[src/rtl/boot_cmd_pkg.sv]
// Package: shared types for the boot-mode command line controller.
// Assumes nothing beyond the enclosing project.
package boot_cmd_pkg;
    typedef enum logic [0:0] {
        ACK_IDLE = 1'b0,
        ACK_WAIT = 1'b1
    } ack_state_e;
endpackage

[src/rtl/bcl_ctrl_regs.sv]
// Control bits: force-low arm bit, acknowledge bit, release status and abort pulse.
// Assumes line_forced comes from the command drive stage, in the same clock domain.
module bcl_ctrl_regs (
    input  logic clk,
    input  logic rst_n,
    input  logic cfg_wr,
    input  logic cfg_force_wdata,
    input  logic cfg_ack_wdata,
    input  logic xfer_pending,
    input  logic line_forced,
    output logic force_en,
    output logic ack_en,
    output logic released,
    output logic abort_pulse
);
    logic clr_force;

    // Purpose: detect a write that clears the force bit.
    always_comb clr_force = cfg_wr && !cfg_force_wdata;

    // Purpose: hold both control bits, set or cleared by control writes.
    always_ff @(posedge clk) begin
        if (!rst_n) begin
            force_en <= 1'b0;
            ack_en   <= 1'b0;
        end else if (cfg_wr) begin
            force_en <= cfg_force_wdata;
            ack_en   <= cfg_ack_wdata;
        end
    end

    // Purpose: track whether a forced line was released (force bit read-back).
    always_ff @(posedge clk) begin
        if (!rst_n) begin
            released <= 1'b0;
        end else if (cfg_wr && cfg_force_wdata) begin
            released <= 1'b0;
        end else if (clr_force && line_forced) begin
            released <= 1'b1;
        end
    end

    // Purpose: one-cycle abort when the force bit is cleared during a transfer.
    always_ff @(posedge clk) begin
        if (!rst_n) begin
            abort_pulse <= 1'b0;
        end else begin
            abort_pulse <= clr_force && force_en && xfer_pending;
        end
    end
endmodule

[src/rtl/bcl_cmd_drive.sv]
// Command line drive: forces the line low after a command write while armed.
// Assumes force_en is the registered arm bit. A release write wins over a same-cycle command.
module bcl_cmd_drive (
    input  logic clk,
    input  logic rst_n,
    input  logic force_en,
    input  logic cfg_wr,
    input  logic cfg_force_wdata,
    input  logic cmd_wr,
    output logic line_forced,
    output logic cmd_oe,
    output logic cmd_out
);
    // Purpose: activate the forced-low state on a command write, drop it on release.
    always_ff @(posedge clk) begin
        if (!rst_n) begin
            line_forced <= 1'b0;
        end else if (cfg_wr && !cfg_force_wdata) begin
            line_forced <= 1'b0;
        end else if (cmd_wr && force_en) begin
            line_forced <= 1'b1;
        end
    end

    // Purpose: present the pad controls; the line idles high when not forced.
    always_comb begin
        cmd_oe  = line_forced;
        cmd_out = !line_forced;
    end
endmodule

[src/rtl/bcl_ack_timer.sv]
// Boot status watcher: after an acknowledged command, waits for DAT0 low within a window.
// Assumes dat0_in is already synchronous to clk. A window of load value N samples N+1 edges.
module bcl_ack_timer #(
    parameter int TMO_W = 8
) (
    input  logic             clk,
    input  logic             rst_n,
    input  logic             start,
    input  logic [TMO_W-1:0] load,
    input  logic             dat0_in,
    input  logic             tmo_clr,
    output logic             ack_ok,
    output logic             timeout
);
    import boot_cmd_pkg::*;

    localparam logic [TMO_W-1:0] CNT_ZERO = '0;
    localparam logic [TMO_W-1:0] CNT_ONE  = {{(TMO_W-1){1'b0}}, 1'b1};

    ack_state_e       state;
    logic [TMO_W-1:0] cnt;
    logic             seen_low;
    logic             expire;

    // Purpose: classify the current sample while the window is open.
    always_comb begin
        seen_low = (state == ACK_WAIT) && !dat0_in && !start;
        expire   = (state == ACK_WAIT) && dat0_in && (cnt == CNT_ZERO) && !start;
    end

    // Purpose: run the window counter and the acknowledge flag.
    always_ff @(posedge clk) begin
        if (!rst_n) begin
            state  <= ACK_IDLE;
            cnt    <= CNT_ZERO;
            ack_ok <= 1'b0;
        end else if (start) begin
            state  <= ACK_WAIT;
            cnt    <= load;
            ack_ok <= 1'b0;
        end else if (seen_low) begin
            state  <= ACK_IDLE;
            ack_ok <= 1'b1;
        end else if (expire) begin
            state  <= ACK_IDLE;
        end else if (state == ACK_WAIT) begin
            cnt    <= cnt - CNT_ONE;
        end
    end

    // Purpose: sticky timeout flag, cleared by write-1; setting wins over clearing.
    always_ff @(posedge clk) begin
        if (!rst_n) begin
            timeout <= 1'b0;
        end else if (expire) begin
            timeout <= 1'b1;
        end else if (tmo_clr) begin
            timeout <= 1'b0;
        end
    end
endmodule

[src/rtl/boot_cmd_line_ctrl.sv]
// Top: boot-mode command line controller. Joins the control bits, the line drive and the boot status watcher.
// Assumes every input is synchronous to the card clock.
module boot_cmd_line_ctrl #(
    parameter int TMO_W = 8
) (
    input  logic             clk,
    input  logic             rst_n,
    input  logic             cfg_wr,
    input  logic             cfg_force_wdata,
    input  logic             cfg_ack_wdata,
    input  logic             cmd_wr,
    input  logic             xfer_pending,
    input  logic             dat0_in,
    input  logic [TMO_W-1:0] tmo_cycles,
    input  logic             tmo_clr,
    output logic             cmd_oe,
    output logic             cmd_out,
    output logic             abort_pulse,
    output logic             force_status,
    output logic             ack_cfg,
    output logic             boot_ack_ok,
    output logic             data_timeout
);
    logic force_en;
    logic ack_en;
    logic line_forced;
    logic ack_start;

    // Purpose: a command write while acknowledge is set opens the window.
    always_comb ack_start = cmd_wr && ack_en;

    bcl_ctrl_regs regs_i (
        .clk             (clk),
        .rst_n           (rst_n),
        .cfg_wr          (cfg_wr),
        .cfg_force_wdata (cfg_force_wdata),
        .cfg_ack_wdata   (cfg_ack_wdata),
        .xfer_pending    (xfer_pending),
        .line_forced     (line_forced),
        .force_en        (force_en),
        .ack_en          (ack_en),
        .released        (force_status),
        .abort_pulse     (abort_pulse)
    );

    bcl_cmd_drive drive_i (
        .clk             (clk),
        .rst_n           (rst_n),
        .force_en        (force_en),
        .cfg_wr          (cfg_wr),
        .cfg_force_wdata (cfg_force_wdata),
        .cmd_wr          (cmd_wr),
        .line_forced     (line_forced),
        .cmd_oe          (cmd_oe),
        .cmd_out         (cmd_out)
    );

    bcl_ack_timer #(.TMO_W(TMO_W)) timer_i (
        .clk     (clk),
        .rst_n   (rst_n),
        .start   (ack_start),
        .load    (tmo_cycles),
        .dat0_in (dat0_in),
        .tmo_clr (tmo_clr),
        .ack_ok  (boot_ack_ok),
        .timeout (data_timeout)
    );

    // Purpose: expose the acknowledge bit for read-back.
    always_comb ack_cfg = ack_en;
endmodule

[config.mk]
export PLATFORM = sky130hd
export DESIGN_NAME = boot_cmd_line_ctrl
export DESIGN_NICKNAME = d
export VERILOG_FILES = /design/src/rtl/boot_cmd_pkg.sv /design/src/rtl/bcl_ctrl_regs.sv /design/src/rtl/bcl_cmd_drive.sv /design/src/rtl/bcl_ack_timer.sv /design/src/rtl/boot_cmd_line_ctrl.sv
export SDC_FILE = /design/constraint.sdc
export NUM_CORES = 1
export LEC_CHECK = 0
export CAP_MARGIN = 0
export CORE_MARGIN = 8
export CORE_UTILIZATION = 47
export CTS_CLUSTER_SIZE = 28
export DETAILED_ROUTE_END_ITERATION = 7
export PLACE_DENSITY = 0.79
export REMOVE_ABC_BUFFERS = 1
export SLEW_MARGIN = 20
export SYNTH_ARGS = -nofsm -noshare
export SYNTH_HDL_FRONTEND = slang
export SYNTH_SLANG_ARGS = --single-unit
[constraint.sdc]
create_clock -name clk -period 3.4 [get_ports clk]
set_input_delay 0.51 -clock clk [delete_from_list [all_inputs] [get_ports clk]]
set_output_delay 0.51 -clock clk [all_outputs]
set_load 0.01 [all_outputs]
==> results.py, run 1 <==
metrics = {
    "setup_path": {
        "critical_path.max_fanout": 4,
        "worstSetupPathType": "flip-flop to output pin",
        "critical_path.top_delay_family": "buffers and inverters",
        "crit_path_max_incr_delay_ps": 560,
        "timing.critical_path.arrival_ps": 1250,
        "required_ps": 2890,
        "worst_setup_path_start_kind": "flip-flop",
        "slowest_stage": "sky130_fd_sc_hd__clkdlybuf4s50_1",
        "critical_path_end_type": "output pin",
        "worstPathCellList": "clkdlybuf4s50_1",
        "worst-path-buf-inv": 1,
    },
    "placed_design": {
        "port_buffers": 23,
        "placedCellCount": 126,
        "hpwlAfterDp_mm": 1.35,
        "place_congestion": 0.736,
    },
    "run_status": {
        "outcome": "complete, no violations",
    },
    "synthesis": {
        "synthTopCellsByArea": "sky130_fd_sc_hd__dfxtp_1 43%, sky130_fd_sc_hd__nand2_1 5.0%, sky130_fd_sc_hd__o21ai_0 4.7%",
        "dominantRegCellSynth": "sky130_fd_sc_hd__dfxtp_1",
        "sequential_area_share_after_synthesis_pct": 42.5,
        "post-synth-top-count-cell": "sky130_fd_sc_hd__dfxtp_1",
        "ys_types": 28,
        "synthTopCellsByCount": "16 x sky130_fd_sc_hd__dfxtp_1, 10 x sky130_fd_sc_hd__nand2_1, 8 x sky130_fd_sc_hd__nor2_1",
        "postSynth.asyncResetShare_pct": 0,
        "gate_count_of_the_mapped_netlist": 89,
        "synth_edf_count": 0,
        "ys_warn_count": 0,
        "synthDominantAreaCellType": "sky130_fd_sc_hd__dfxtp_1",
        "synth_top_area_share_pct": 42.5,
        "synthesis.area_sq_um": 753,
        "postSynthAreaPerCell_sq_um": 8.46,
        "synth-seq-cells": 16,
    },
    "die": {
        "floorplan.die.height_um": 56.0,
        "starting_density_of_the_core_pct": 50.0,
        "die_area_sq_um": 3140,
        "num_rows": 14,
        "io_pins": 24,
        "fp.coreArea_sq_um": 1510,
        "die_w_um": 56.0,
    },
    "clock_tree": {
        "h-tree-depth": 1,
        "cts_sinks": 16,
        "cts_inserted_buffers": 3,
        "cts.reportedPaths.clkPinSlew_ps": 90,
        "cts.repair.resized": 0,
        "clock-root-buffer": "sky130_fd_sc_hd__clkbuf_4",
        "cts.repair_timing.setup_buffer_count": 0,
        "clock_tree_buf_depth": 2,
        "cts_tree": "built",
        "clock_insertion_delay_worst_skew_ps": 290,
        "cts_hold_buf": 0,
    },
    "sta": {
        "timing_worst_slew_pin_value_ps": 561,
        "period_needed_ps": 1760,
        "slew_headroom_pct": 62.5,
        "setup_repair_after_global_routing_missed_its_margin": "false",
        "fin_worst_skew_ps": 1.60,
        "timing_max_transition_violations_final": 0,
        "timing.setup.tns_ps": 0,
        "timing_hold_violations_final": 0,
        "post-route-period-util_pct": 51.6,
        "count_of_final_setup_violators": 0,
        "timing.fmax_ghz": 0.570,
    },
    "power": {
        "ir_drop_mv": 0.255,
        "power-per-cell-area_nw_per_um2": 383,
        "leakage_power_summed_over_all_cells_nw": 0.363,
    },
    "cells_and_area": {
        "drive_above_1_share_pct": 6.14,
        "final.fill_count": 135,
        "layout.cells.non_filler": 130,
        "layout.core_utilization_pct": 68.5,
        "nNetsFinal": 134,
        "total_area_of_multi_input_combinational_cells_sq_um": 407,
        "area_growth_syn_to_layout_pct": 37.0,
        "antennaDiodeCount": 0,
        "ff_latch_area_sq_um": 320,
    },
    "global_routing": {
        "grt_start_max_net_pins": 20,
        "grt_pass1_wl_mm": 3.20,
        "initial_antenna_violation_count": 0,
        "grt_overflow_total": 0,
        "track_usage_pct": 12.3,
        "grt_pass1_vias": 746,
    },
    "route": {
        "drc": 0,
        "detailedRoute.firstIterationViolations": 10,
        "detailedRoute.firstPassIterationCount": 3,
        "drt.antenna.violating_nets": 0,
        "vias_per_cell": 5.64,
        "dr_total_vias": 733,
        "totalWireLength_mm": 1.84,
        "drt-wirelength-per-cell_um": 14.2,
    },
    "min_path": {
        "timing.hold.worst.class": "flip-flop to flip-flop",
    },
    "run": {
        "max_cap_viol_count": 0,
    },
}
==> per-layer routing <==
metal	vias to the layer above	global-route usage [%]	part of all wire, %
met5	-	0	0
met4	0	4.12	1.4
met3	4	6.16	6.5
met2	16	21.2	50
met1	337	12.5	42
li1	376	-	-
==> layout by cell type (no fill, tap or decap), drive strengths merged <==
cell	instances
a211oi	3
a21boi	1
a21o	1
a21oi	6
a31oi	5
and2	1
clkbuf	4
clkdlybuf4s50	23
dfxtp	16
ha	2
inv	5
mux2i	1
nand2	10
nand2b	3
nand3	2
nand3b	1
nand4	1
nand4b	3
nor2	8
nor3	2
nor3b	1
nor4b	1
o21ai	7
o221ai	1
o31ai	1
or3	2
or4	1
xnor2	2
==> flip-flops by register name (all words and copies together) (netlist names) <==
| register | cells |
|---|---|
| timer_i.ack_ok | 1 |
| timer_i.cnt | 8 |
| regs_i.abort_pulse | 1 |
| regs_i.released | 1 |
| drive_i.cmd_oe | 1 |
| timer_i.timeout | 1 |
| regs_i.force_en | 1 |
| regs_i.ack_en | 1 |
| timer_i.state | 1 |
==> stage by stage <==
step	instance area [sq um]	hold WS (ps)	power [mW]	worst slack, ps
3_5_place_dp	996	465	0.270	1440
4_1_cts	1030	476	0.399	1630
6_report	1030	473	0.395	1640
3_3_place_gp	996	454	0.269	1460
2_1_floorplan	746	436	0.237	1960
5_1_grt	1030	504	0.414	1600
==> cells by family (layout without fill, tap and decap cells) <==
logic type	after synthesis	in the layout	share of synthesized area, %
XOR/XNOR	2	2	2.33
AO/OA/AOI/OAI	25	25	20.4
AND/OR/NAND/NOR	36	36	26.6
multiplexers	1	1	1.33
flip-flops	16	16	42.5
buffers and inverters	7	32	3.49
adder cells (fa/ha/maj)	2	2	3.32
==> cell type report <==
class,count,area share (%)
tap,16,1.94
timing repair buffer,23,22.3
inverter,5,1.82
sequential,16,31.0
multi-input combinational,66,39.4
clock buffer,4,3.52
==> report_power, final <==
group / internal (mW) / total, mW / switching (mW) / leakage, nW
clock network: 0.0653 / 0.128 / 0.0629 / 0.0210
logic: 0.0357 / 0.0639 / 0.0282 / 0.211
registers: 0.195 / 0.203 / 0.00780 / 0.130
total: 0.296 / 0.395 / 0.0988 / 0.363
==> worst paths after layout <==
path                                     start                            to  slack (ps)  depth (start not counted)
setup / recovery   drive_i.cmd_oe$_SDFFE_PP0P_                        cmd_oe        1640                          1
hold / removal    timer_i.timeout$_SDFFE_PN0P_  timer_i.timeout$_SDFFE_PN0P_         470                          2
setup reg to reg   timer_i.cnt[0]$_SDFFE_PN0P_   timer_i.cnt[7]$_SDFFE_PN0P_        1800                          6
hold reg to reg   timer_i.timeout$_SDFFE_PN0P_  timer_i.timeout$_SDFFE_PN0P_         470                          2
(Power assumes the default switching activity.)
==> inputs of run 2 (changes only) <==
Settings changed: CORE_UTILIZATION 47 to 40, PLACE_DENSITY 0.79 to 0.71.
Clock period 3.4 ns to 1.4 ns, I/O delays scaled along.
==> results.py, run 2 (synthesis gave the netlist of run 1 again) <==
metrics = {
    "power": {
        "seqPwrFrac_pct": 48.1,
        "ir_drop_mv": 0.683,
        "power.internal_mw": 0.768,
        "switching_share_pct": 25.5,
        "p_clk_share_pct": 29.8,
        "netSwitchingPower_mw": 0.262,
        "comb_pwr_share_pct": 22.2,
        "leakage_power_summed_over_all_cells_nw": 0.532,
        "totalPowerFinal_mw": 1.03,
        "power-per-cell-area_nw_per_um2": 812,
    },
    "clock_tree": {
        "clock_tree_buf_depth": 2,
        "clock_insertion_delay_worst_skew_ps": 280,
        "cts_hold_buf": 0,
        "cts_sinks": 16,
        "cts_tree": "built",
        "clock-root-buffer": "sky130_fd_sc_hd__clkbuf_4",
        "cts_inserted_buffers": 3,
        "cts.reportedPaths.clkPinSlew_ps": 100,
        "h-tree-depth": 1,
    },
    "sta": {
        "setup_ws_post_layout_ps": -49.7,
        "timing_worst_slew_pin_value_ps": 367,
        "fin_worst_skew_ps": 1.27,
        "count_of_final_setup_violators": 4,
        "timing.fmax_ghz": 0.690,
        "period_needed_ps": 1450,
        "timing.setup.tns_ps": -170,
        "setup_repair_after_global_routing_missed_its_margin": "true",
        "post-route-period-util_pct": 104,
        "timing_max_transition_violations_final": 0,
        "timing_hold_violations_final": 0,
        "slew_headroom_pct": 75.4,
    },
    "global_routing": {
        "track_usage_pct": 13.4,
        "grt_overflow_total": 0,
        "grt_pass1_wl_mm": 3.68,
        "grt_pass1_vias": 856,
        "initial_antenna_violation_count": 0,
        "grt_start_max_net_pins": 20,
    },
    "route": {
        "detailedRoute.firstPassIterationCount": 4,
        "dr_total_vias": 794,
        "drt.antenna.violating_nets": 0,
        "vias_per_cell": 5.09,
        "detailedRoute.firstIterationViolations": 9,
        "totalWireLength_mm": 2.18,
        "drc": 0,
        "drt-wirelength-per-cell_um": 14.0,
    },
    "cells_and_area": {
        "layout.cells.non_filler": 156,
        "nNetsFinal": 151,
        "max_ffs_per_register": 8,
        "drive_above_1_share_pct": 26.7,
        "regMostFlops": "timer_i.cnt",
        "mostFrequentLayoutCells": "17 x sky130_fd_sc_hd__clkdlybuf4s50_1, 16 x sky130_fd_sc_hd__buf_4, 14 x sky130_fd_sc_hd__dfxtp_1",
        "antennaDiodeCount": 0,
        "design_area_sq_um": 1270,
        "area_growth_syn_to_layout_pct": 68.4,
        "layout_commonest_cell": "sky130_fd_sc_hd__clkdlybuf4s50_1",
    },
    "placed_design": {
        "hpwlAfterDp_mm": 1.56,
        "placedCellCount": 147,
        "place_congestion": 0.822,
        "port_buffers": 23,
        "post_dp_cell_area_sq_um": 1110,
        "pre_cts_ws_ps": -265,
    },
    "die": {
        "die_area_sq_um": 3530,
        "floorplan.die.height_um": 59.4,
        "die_w_um": 59.4,
        "fp.coreArea_sq_um": 1750,
        "num_rows": 15,
        "starting_density_of_the_core_pct": 43.2,
        "io_pins": 24,
    },
    "setup_path": {
        "slowest_stage": "sky130_fd_sc_hd__dfxtp_2",
        "critical_path.max_fanout": 3,
        "crit-reg2reg-launch": "timer_i.cnt[1]$_SDFFE_PN0P_",
        "worst_setup_path_start_kind": "flip-flop",
        "worstSetupPathType": "flip-flop to flip-flop",
        "critical_path_end_type": "flip-flop",
        "timing.critical_path.arrival_ps": 1650,
        "crit_path_max_incr_delay_ps": 340,
        "required_ps": 1600,
        "worstPathCellList": "inv_4 -> ha_4 -> nand4b_1 -> buf_4 -> a211oi_2 -> xnor2_1 -> a211oi_1",
        "timing.critical_path.from": "timer_i.cnt[1]$_SDFFE_PN0P_",
    },
    "min_path": {
        "worst_hold_startpoint": "timer_i.timeout$_SDFFE_PN0P_",
        "timing.hold.worst.class": "flip-flop to flip-flop",
    },
    "run_status": {
        "failed_checks": "negative setup slack",
        "outcome": "finished with violations",
    },
    "run": {
        "max_cap_viol_count": 0,
    },
}
[run 2: changes by cell type in the layout (fill, tap and decap cells not counted), sizes merged]
cell	change
buf	+17
clkdlybuf4s50	-6
dlygate4sd2	+4
dlymetal6s2s	+2
[run 2: final cells by class]
type,count,area (sq um)
Fill cell,129,477
Clock buffer,4,36.3
Timing Repair Buffer,40,370
Multi-Input combinational cell,66,484
Sequential cell,16,323
Inverter,5,23.8
Tap cell,25,31.3
[run 2: worst paths after layout]
path                                       end  slack (ps)  cells past startpoint
setup / recovery   timer_i.cnt[4]$_SDFFE_PN0P_         -50                      7
hold / removal    timer_i.timeout$_SDFFE_PN0P_         470                      2
setup reg to reg   timer_i.cnt[4]$_SDFFE_PN0P_         -50                      7
hold reg to reg   timer_i.timeout$_SDFFE_PN0P_         470                      2
[run 2: timing repair]
item                                    4_1_cts  5_1_grt
resized for setup                            17        8
pin swaps                                     9        3
setup buffers                                 5        0
gates cloned                                  0        0
endpoints found under the setup margin       12       10
[run 2: power groups by stage]
stage / sequential (mW) / combinational (mW) / clock [mW]
global route: 0.497 / 0.249 / 0.335
floorplan: 0.501 / 0.0757 / 0
finish: 0.495 / 0.228 / 0.307
CTS: 0.493 / 0.218 / 0.314
global placement: 0.498 / 0.190 / 0
detailed placement: 0.499 / 0.195 / 0
[run 2: critical path, delay by kind of cell, from the launching register on]
| family | cells | cell delay [ps] |
|---|---|---|
| AOI/OAI and AO/OA | 2 | 370 |
| xor gates and xnor gates | 1 | 90 |
| DFF | 1 | 340 |
| and+or+nand+nor | 1 | 170 |
| buffers and inverters | 2 | 270 |
| adders and majority gates | 1 | 130 |
[run 2: routing by layer]
metal,share of wire (%),wire length [um],vias to the layer above,GRT usage [%]
met4,1.2,27,0,5.12
met3,6.9,150,2,3.90
li1,-,-,408,-
met2,53,1160,22,24.2
met1,38,836,362,14.2
met5,0,0,-,0
[run 2: stage by stage]
stage          hold slack (ps)  utilization (%)
5_1_grt                    498             72.7
2_1_floorplan              324                -
3_3_place_gp               455             63.6
6_report                   470             72.7
4_1_cts                    469             70.9
3_5_place_dp               461             63.6
